### config.mk
export PLATFORM = sky130hd
export DESIGN_NAME = lockin_updown_decim
export DESIGN_NICKNAME = d
export VERILOG_FILES = /design/src/rtl/lid_pkg.sv /design/src/rtl/lid_sync_edge.sv /design/src/rtl/lid_xroute.sv /design/src/rtl/lid_sat_acc.sv /design/src/rtl/lid_window.sv /design/src/rtl/lockin_updown_decim.sv
export SDC_FILE = /design/constraint.sdc
export NUM_CORES = 1
export LEC_CHECK = 0
export ABC_AREA = 1
export BUFFER_PORTS_ARGS = -buffer_cell sky130_fd_sc_hd__buf_2
export CORE_MARGIN = 3
export CORE_UTILIZATION = 25
export DETAILED_ROUTE_END_ITERATION = 16
export PLACE_DENSITY = 0.51
export SETUP_SLACK_MARGIN = 0.5
export SYNTH_ARGS = -nofsm -noshare
export SYNTH_HDL_FRONTEND = slang
export SYNTH_SLANG_ARGS = --single-unit
### constraint.sdc
create_clock -name clk -period 2.7 [get_ports clk]
set_input_delay 0.135 -clock clk [delete_from_list [all_inputs] [get_ports clk]]
set_output_delay 0.135 -clock clk [all_outputs]
set_load 0.005 [all_outputs]
### src/rtl/lid_pkg.sv
package lid_pkg;

    typedef enum logic {
        WIN_ARM = 1'b0,
        WIN_RUN = 1'b1
    } win_state_e;

endpackage

### src/rtl/lid_sync_edge.sv
module lid_sync_edge #(
    parameter int STAGES = 2
) (
    input  logic clk,
    input  logic rst_n,
    input  logic d_i,
    output logic lvl_o,
    output logic rise_o
);
    localparam int TOP = STAGES - 1;

    typedef struct packed {
        logic [STAGES-1:0] sh;
        logic              last;
    } sync_t;

    sync_t r_d, r_q;

    always_comb begin
        r_d      = r_q;
        r_d.sh   = {r_q.sh[STAGES-2:0], d_i};
        r_d.last = r_q.sh[TOP];
    end

    always_ff @(posedge clk or negedge rst_n) begin
        if (!rst_n) r_q <= '0;
        else        r_q <= r_d;
    end

    assign lvl_o  = r_q.sh[TOP];
    assign rise_o = r_q.sh[TOP] & ~r_q.last;
endmodule

### src/rtl/lid_xroute.sv
module lid_xroute (
    input  logic pos_ev,
    input  logic neg_ev,
    input  logic phase,
    output logic up_ev,
    output logic dn_ev
);
    logic single;

    always_comb begin
        single = pos_ev ^ neg_ev;
        if (phase) begin
            up_ev = single & pos_ev;
            dn_ev = single & neg_ev;
        end else begin
            up_ev = single & neg_ev;
            dn_ev = single & pos_ev;
        end
    end
endmodule

### src/rtl/lid_sat_acc.sv
module lid_sat_acc #(
    parameter int W = 24
) (
    input  logic         clk,
    input  logic         rst_n,
    input  logic         en,
    input  logic         clr,
    input  logic         up_ev,
    input  logic         dn_ev,
    output logic [W-1:0] count_q,
    output logic [W-1:0] count_nx
);
    localparam logic [W-1:0] MAXV = {1'b0, {(W-1){1'b1}}};
    localparam logic [W-1:0] MINV = {1'b1, {(W-1){1'b0}}};
    localparam logic [W-1:0] ONE  = {{(W-1){1'b0}}, 1'b1};

    logic [W-1:0] count_d;

    always_comb begin
        count_nx = count_q;
        if (en && (up_ev ^ dn_ev)) begin
            if (up_ev && count_q != MAXV)      count_nx = count_q + ONE;
            else if (dn_ev && count_q != MINV) count_nx = count_q - ONE;
        end
        count_d = clr ? '0 : count_nx;
    end

    always_ff @(posedge clk or negedge rst_n) begin
        if (!rst_n) count_q <= '0;
        else        count_q <= count_d;
    end
endmodule

### src/rtl/lid_window.sv
module lid_window
    import lid_pkg::*;
#(
    parameter int LEN_W = 16
) (
    input  logic             clk,
    input  logic             rst_n,
    input  logic             init,
    input  logic             ref_rise,
    input  logic [LEN_W-1:0] len_i,
    output logic             run_o,
    output logic             close_o
);
    localparam logic [LEN_W:0] ONE_X = {{LEN_W{1'b0}}, 1'b1};

    typedef struct packed {
        win_state_e       st;
        logic [LEN_W-1:0] per;
    } win_t;

    win_t w_d, w_q;
    logic [LEN_W:0] eff_len;
    logic [LEN_W:0] per_inc;

    always_comb begin
        w_d     = w_q;
        close_o = 1'b0;
        eff_len = (len_i == '0) ? ONE_X : {1'b0, len_i};
        per_inc = {1'b0, w_q.per} + ONE_X;
        if (init) begin
            w_d.st  = WIN_ARM;
            w_d.per = '0;
        end else if (ref_rise) begin
            if (w_q.st == WIN_ARM) begin
                w_d.st  = WIN_RUN;
                w_d.per = '0;
            end else if (per_inc >= eff_len) begin
                close_o = 1'b1;
                w_d.per = '0;
            end else begin
                w_d.per = per_inc[LEN_W-1:0];
            end
        end
    end

    always_ff @(posedge clk or negedge rst_n) begin
        if (!rst_n) w_q <= '{st: WIN_ARM, per: '0};
        else        w_q <= w_d;
    end

    assign run_o = (w_q.st == WIN_RUN);
endmodule

### src/rtl/lockin_updown_decim.sv
module lockin_updown_decim #(
    parameter int CNT_W       = 24,
    parameter int LEN_W       = 16,
    parameter int SYNC_STAGES = 2
) (
    input  logic             clk,
    input  logic             rst_n,
    input  logic             init,
    input  logic             pos_i,
    input  logic             neg_i,
    input  logic             ref_i,
    input  logic [LEN_W-1:0] win_len_i,
    output logic [CNT_W-1:0] sample_o,
    output logic             valid_o
);
    localparam int N_LINES = 3;

    typedef struct packed {
        logic [CNT_W-1:0] sample;
        logic             valid;
    } out_t;

    logic [N_LINES-1:0] raw_w, lvl_w, rise_w;
    logic               pos_ev, neg_ev, ref_lvl, ref_rise;
    logic               up_ev, dn_ev;
    logic               win_run, win_close, acc_en, acc_clr;
    logic [CNT_W-1:0]   acc_q, acc_nx;
    out_t               o_d, o_q;

    assign raw_w = {ref_i, neg_i, pos_i};

    for (genvar g = 0; g < N_LINES; g++) begin : g_sync
        lid_sync_edge #(.STAGES(SYNC_STAGES)) u_sync (
            .clk    (clk),
            .rst_n  (rst_n),
            .d_i    (raw_w[g]),
            .lvl_o  (lvl_w[g]),
            .rise_o (rise_w[g])
        );
    end

    assign pos_ev   = rise_w[0];
    assign neg_ev   = rise_w[1];
    assign ref_lvl  = lvl_w[2];
    assign ref_rise = rise_w[2];

    lid_xroute u_route (
        .pos_ev (pos_ev),
        .neg_ev (neg_ev),
        .phase  (ref_lvl),
        .up_ev  (up_ev),
        .dn_ev  (dn_ev)
    );

    lid_window #(.LEN_W(LEN_W)) u_win (
        .clk      (clk),
        .rst_n    (rst_n),
        .init     (init),
        .ref_rise (ref_rise),
        .len_i    (win_len_i),
        .run_o    (win_run),
        .close_o  (win_close)
    );

    assign acc_en  = win_run & ~init;
    assign acc_clr = win_close | init;

    lid_sat_acc #(.W(CNT_W)) u_acc (
        .clk      (clk),
        .rst_n    (rst_n),
        .en       (acc_en),
        .clr      (acc_clr),
        .up_ev    (up_ev),
        .dn_ev    (dn_ev),
        .count_q  (acc_q),
        .count_nx (acc_nx)
    );

    always_comb begin
        o_d = o_q;
        if (init) begin
            o_d = '0;
        end else begin
            o_d.valid = win_close;
            if (win_close) o_d.sample = acc_nx;
        end
    end

    always_ff @(posedge clk or negedge rst_n) begin
        if (!rst_n) o_q <= '0;
        else        o_q <= o_d;
    end

    assign sample_o = o_q.sample;
    assign valid_o  = o_q.valid;
endmodule

======== Word-level counts from Yosys, hierarchy flattened ========
Index checks and enable logic that the tools add are counted.
storage, ports and cells
  bits of input ports ..................... 22
  word-level logic and storage cells ...... 53
  output and inout bits ................... 25
  bits in registers ....................... 75
cells by class
  reduce and logical (&&, ||, !) cells .... 6
  add/sub/neg operators ................... 3
  magnitude comparators ................... 1
  mux-type cells .......................... 17
  bitwise operators ....................... 13
  eq/ne operators ......................... 2
operator list
  cell                                                 count
  two-way mux 24 bit                                   5
  two-way mux 16 bit                                   3
  two-way mux 17 bit                                   2
  two-way mux 25 bit                                   1
  adder 24 x 1 -> 24 bit (second input constant)       1
  != test 24 x 23 -> 1 bit (second input constant)     1
  != test 24 bit (second input constant)               1
  subtractor 24 x 1 -> 24 bit (second input constant)  1
  adder 16 x 1 -> 17 bit (second input constant)       1
  greater-or-equal comparator 17 bit                   1
  logical NOT 16 bit                                   1
  bitwise AND 1 bit                                    6
  two-way mux 1 bit                                    6
  NOT 1 bit                                            4
  nonzero test 2 bit                                   2
  logical AND 1 bit                                    3
  bitwise XOR 1 bit                                    2
  OR 1 bit                                             1

======== Longest topological paths before layout ========
  depth in word-level cells ............... 11
  gate-level depth with buffers ........... 20
  mapped depth without buffers ............ 20

======== Modules after synthesis ========
Synthesis repeated with hierarchy kept, for this count alone.
unflattened totals
  cell total of the unflattened synthesis .. 772
  area, all modules ....................... 5221.3 µm²
by module, submodules not included
  module               instances  area an instance (µm²)  sequential area each (µm²)  cells each
  lid_sat_acc          1          2263.4                  600.6                       396
  lid_window           1          1637.8                  425.4                       241
  lockin_updown_decim  1          1026.0                  625.6                       111
  lid_sync_edge        3          85.1                    75.1                        5
  lid_xroute           1          38.8                    0.0                         9

======== Worst setup path before layout ========
Ideal clock, no wire load.
  path type ............................... reg2reg
  from .................................... register u_win.w_q[0] (netlist name)
  to ...................................... register u_acc.count_q[3]
  setup slack ............................. -53 ps
  arrival time ............................ 2631 ps
  library setup time ...................... 123 ps
  buffers on the path ..................... 1
  data required time ...................... 2577 ps
  clock period less this slack ............ 2753 ps
  cell stages (with the launch flop) ...... 19
  cells stage by stage .................... dfrtp_1 -> ha_1 -> nand3_2 -> nor2_2 -> nand2_1 -> nor2_1 -> xor2_1 -> inv_1 -> ha_1 -> nand2_1 -> nor3_1 -> nand4_2 -> inv_1 -> nand3b_1 -> nand3_4 -> nand2_4 -> nand2_4 -> buf_6 -> nor2_2
on the way
  longest elaborated chain between the ends .. 8
RTL lines
  item                                line                       source
  from (decl)                         lid_window.sv:21           win_t w_d, w_q;
  from (signal assigned)              lid_window.sv:47           if (!rst_n) w_q <= '{st: WIN_ARM, per: '0};
  from (signal assigned)              lid_window.sv:48           else w_q <= w_d;
  adder 16 x 1 -> 17 bit              lid_window.sv:29           per_inc = {1'b0, w_q.per} + ONE_X;
  greater-or-equal comparator 17 bit  lid_window.sv:37           end else if (per_inc >= eff_len) begin
  two-way mux 1 bit                   lid_window.sv:37
  two-way mux 1 bit                   lid_window.sv:34           if (w_q.st == WIN_ARM) begin
  two-way mux 1 bit                   lid_window.sv:33           end else if (ref_rise) begin
  two-way mux 1 bit                   lid_window.sv:30           if (init) begin
  OR 1 bit                            lockin_updown_decim.sv:66  assign acc_clr = win_close | init;
  two-way mux 24 bit                  lid_sat_acc.sv:25          count_d = clr ? '0 : count_nx;
  named net u_acc.count_d[3]          lid_sat_acc.sv:17          logic [W-1:0] count_d;
  to (signal assigned)                lid_sat_acc.sv:30          else count_q <= count_d;
  to (decl)                           lid_sat_acc.sv:10          output logic [W-1:0] count_q,
The timed path passes the listed nets, and every way through them passes these cells.
A chain may end at the register's enable or synchronous reset.

======== Final worst setup path ========
  from .................................... register u_win.w_q[1] (netlist name)
  to ...................................... register u_acc.count_q[0]
Same word-level chain as after synthesis.

==> Implementation_results.wiki <==
{| class="wikitable"
! Metric !! Value
|-
| Result of the run || finished, violations left
|-
| Failing checks || negative setup slack
|-
| Max-slew violation count || 0
|-
| Instance count after placement with tap cells included || around 1000
|-
| FF/Latch Area || around 1900 sq um
|-
| Clk slew on worst S/H paths || 60 ps
|-
| Most frequent cell after synthesis || nand2_1
|-
| Ys async rst share || 1.000
|-
| Post-DR wirelength/cell || about 13 um
|-
| Post-synth top area share || 0.3679
|-
| H-tree depth || 3
|-
| Final WS setup || -246.2 ps
|-
| Max Root-Sink Buffers || 2
|-
| Chip width || 148.8 um
|-
| RSZ-0062 raised after global routing || yes
|-
| Die Y-Extent || 148.8 um
|-
| Yosys warnings || 0
|-
| Number of clock buffers inserted by TritonCTS || 9
|-
| Leak Pwr || approximately 3.4 nW
|-
| Tightest Hold Check Type || in2reg
|-
| Peak supply drop || between 0.2 and 0.25 mV
|-
| Setup crit start kind || register
|-
| Residual DRC || 0
|-
| Non-filler instance count after layout || roughly 1100
|-
| Endpoint of the worst-slack reg-to-reg timing path || u_acc.count_q[0]
|-
| Data required time of the critical path || 2920 ps
|-
| Pwr per Cell Area || around 430 nW/um^2
|-
| Core occupancy in the finished layout || 0.3340
|-
| Period Utilization, post-route || 1.091
|-
| # nets final || between 800 and 900
|-
| Global-route usage over all layers || 0.1348
|-
| Antenna violations before repair || 0
|-
| Largest fanout of any net on the critical path || 12
|-
| Fraction of layout cells with a size suffix above 1 || 0.2311
|-
| Largest area contributor in the synthesized netlist || dfrtp_1
|-
| Max-cap violations || 0
|-
| Post-DP HPWL || roughly 11 mm
|-
| DRT Wirelength || 14.25 mm
|-
| Clock tree from TritonCTS || built
|-
| Main synth FF type || dfrtp_1
|-
| Fill cells || 2148
|-
| # rows || 51
|-
| Cell count after synthesis || roughly 710
|-
| Port bufs || between 40 and 50
|-
| Commonest cells in the netlist || nand2_1 (211), inv_1 (88), dfrtp_1 (75)
|-
| Slew at the pin closest to its max-slew limit || 972.4 ps
|-
| Syn Nets || about 760
|-
| Global placer's final weighted congestion || about 0.85
|-
| Final hold violation count || 0
|-
| Initial Util || 0.2579
|-
| Residual overflow from global routing || 0
|-
| Leading post-synthesis cells by cell area || dfrtp_1 (37%), nand2_1 (16%), inv_1 (6.5%)
|-
| Sequential-to-total area share from yosys stat || 0.3679
|-
| Setup WS pre-CTS || -249.7 ps
|-
| Setup slack, reg-to-reg || -250 ps
|-
| Pre-antenna DRT Iters || 6
|-
| Core ar. || about 20000 sq um
|-
| Flip-flop and latch count after synthesis || 75
|-
| End point of the critical path || u_acc.count_q[0]
|-
| Sinks on Clock Net || 75
|-
| Maximum number of pins on one net before global-route repair || 76
|-
| Area growth syn-to-layout || 29.53%
|-
| EDFF count, synth || 0
|-
| Worst setup path start || u_win.w_q[1]
|-
| Area of combinational cells with multiple inputs || 2938 sq um
|-
| Number of antenna diodes || 0
|-
| Type of the worst setup path || reg2reg
|-
| Final count of negative-setup-slack endpoints || 65
|-
| Worst clock skew || about 9.6 ps
|-
| Number of antenna-violating nets in the routed design || 0
|-
| Post-synthesis instance area || about 5000 sq um
|-
| Drt initial violations || ~190
|-
| Clock root buffer master || clkbuf_16
|-
| Post-route cell area || ~6600 sq um
|-
| Via count normalized by instance count || approximately 4.4
|-
| Number of cells on the worst reg-to-reg path || 16
|-
| Die Area || approximately 22000 sq um
|-
| Relative slew slack || 0.3518
|-
| Ports || 47
|-
| Worst R2R Start || u_win.w_q[1]
|-
| Kind of end point of the critical path || register
|-
| Vias || 4749
|-
| Fmax || 339.4 MHz
|-
| Area after DPL || 6003 sq um
|-
| Data arrival time of the worst path || about 3200 ps
|-
| Clock latency reported for the late side of the worst-skew pair || ~350 ps
|-
| Global-route wire length before repair || between 20 and 25 mm
|-
| Crit path time final || 2946 ps
|-
| Number of distinct library cells after synthesis || 39
|-
| Post-synthesis area per instance || a little over 7 sq um
|-
| Via count of the first global-routing pass || 4730
|}
==> worst max-delay path: stages (launching register included) <==
cell and delay [ps]:
dfrtp_1 420, nand3_2 130, nor3_4 150, nand3_2 120, nor2_2 130, nand3_2 120, nor3_2 210, xor2_2 130
ha_1 360, nand4_1 110, nor4_1 180, nand2_1 130, nand3_4 160, nand2_8 90, nand2_4 140, buf_12 180
nor2_2 40
==> logic make-up (layout without fill, tap and decap cells) <==
family | after synthesis | count (layout) | synth area share
compound gates | 67 | 67 | 0.07212
flops | 75 | 75 | 0.3679
fa+ha+maj | 20 | 20 | 0.04906
simple gates | 421 | 421 | 0.3836
xor+xnor | 19 | 19 | 0.03262
buf+inv | 112 | 203 | 0.09467
==> final cells by class <==
cell class	count	area share
Inverter	93	0.05283
Multi-Input combinational cell	527	0.4446
Sequential cell	75	0.2840
Timing Repair Buffer	94	0.1165
Clock inverter	6	0.01723
Clock buffer	10	0.03465
Tap cell	265	0.05018
==> worst min-delay path by stage <==
stage | from | cells past startpoint | slack, ps | endpoint
after floorplan | rst_n | 0 | -160 | g_sync[0].u_sync.lvl_o
after global placement | pos_i | 1 | 240 | g_sync[0].u_sync.r_d[2]
after detailed placement | neg_i | 1 | 250 | g_sync[1].u_sync.r_d[2]
after CTS | init | 2 | 40 | u_win.run_o
after global routing | init | 2 | 80 | u_win.run_o
final | init | 2 | 40 | u_win.run_o
==> layout by cell type, fill, tap and decap left out, drive strengths merged <==
master	count
or2	2
nor3	10
a41o	1
xnor2	1
o21bai	1
inv	89
buf	88
dfrtp	75
nand3b	4
bufinv	3
xor2	18
nor3b	1
clkinv	5
nor2	87
o22ai	1
o211ai	1
clkbuf	12
a21o	1
o21ai	45
nand2	218
ha	20
nor4	3
dlygate4sd3	4
nand3	69
nand4	27
clkinvlp	2
a21oi	17
==> routing by layer <==
layer	track usage	vias to the layer above	share of wire
met5	0	-	0
met1	0.1670	2172	0.45
met3	0.02704	25	0.034
li1	-	2460	-
met2	0.2341	92	0.49
met4	0.04622	0	0.021
==> registers in the layout (all words and copies together) (netlist names) <==
signal / count
u_acc.count_q: 24
g_sync.u_sync.lvl_o: 3
g_sync.u_sync.r_d: 3
g_sync.u_sync.r_q: 3
sample_o: 24
u_win.w_q: 16
valid_o: 1
u_win.run_o: 1
==> what timing repair did <==
item                                   4_1_cts  5_1_grt
cloned                                       1        2
endpoints found under the hold margin       43        0
gates resized for setup                     14       10
pin swaps                                    5        6
hold buffers                                 4        0
setup endpoints to repair                   65       65
buffers inserted                             3        2
==> stage by stage <==
step / power [mW] / hold WS (ps) / setup TNS (ps)
after floorplan: 1.366 / -160.6 / 0
after global placement: 1.475 / 244.4 / -12510
after detailed placement: 1.475 / 246.9 / -11350
after CTS: 2.893 / 43.01 / -12620
after global routing: 2.994 / 76.54 / -26840
final: 2.856 / 43.53 / -13220
==> power breakdown <==
part / internal [mW] / total, mW / leakage (nW) / switching (mW)
combinational: 0.107 / 0.316 / 2.18 / 0.209
sequential: 1.14 / 1.15 / 1.03 / 0.0125
clock: 0.904 / 1.39 / 0.159 / 0.486
Note: power is estimated with default switching activity, not from simulation.
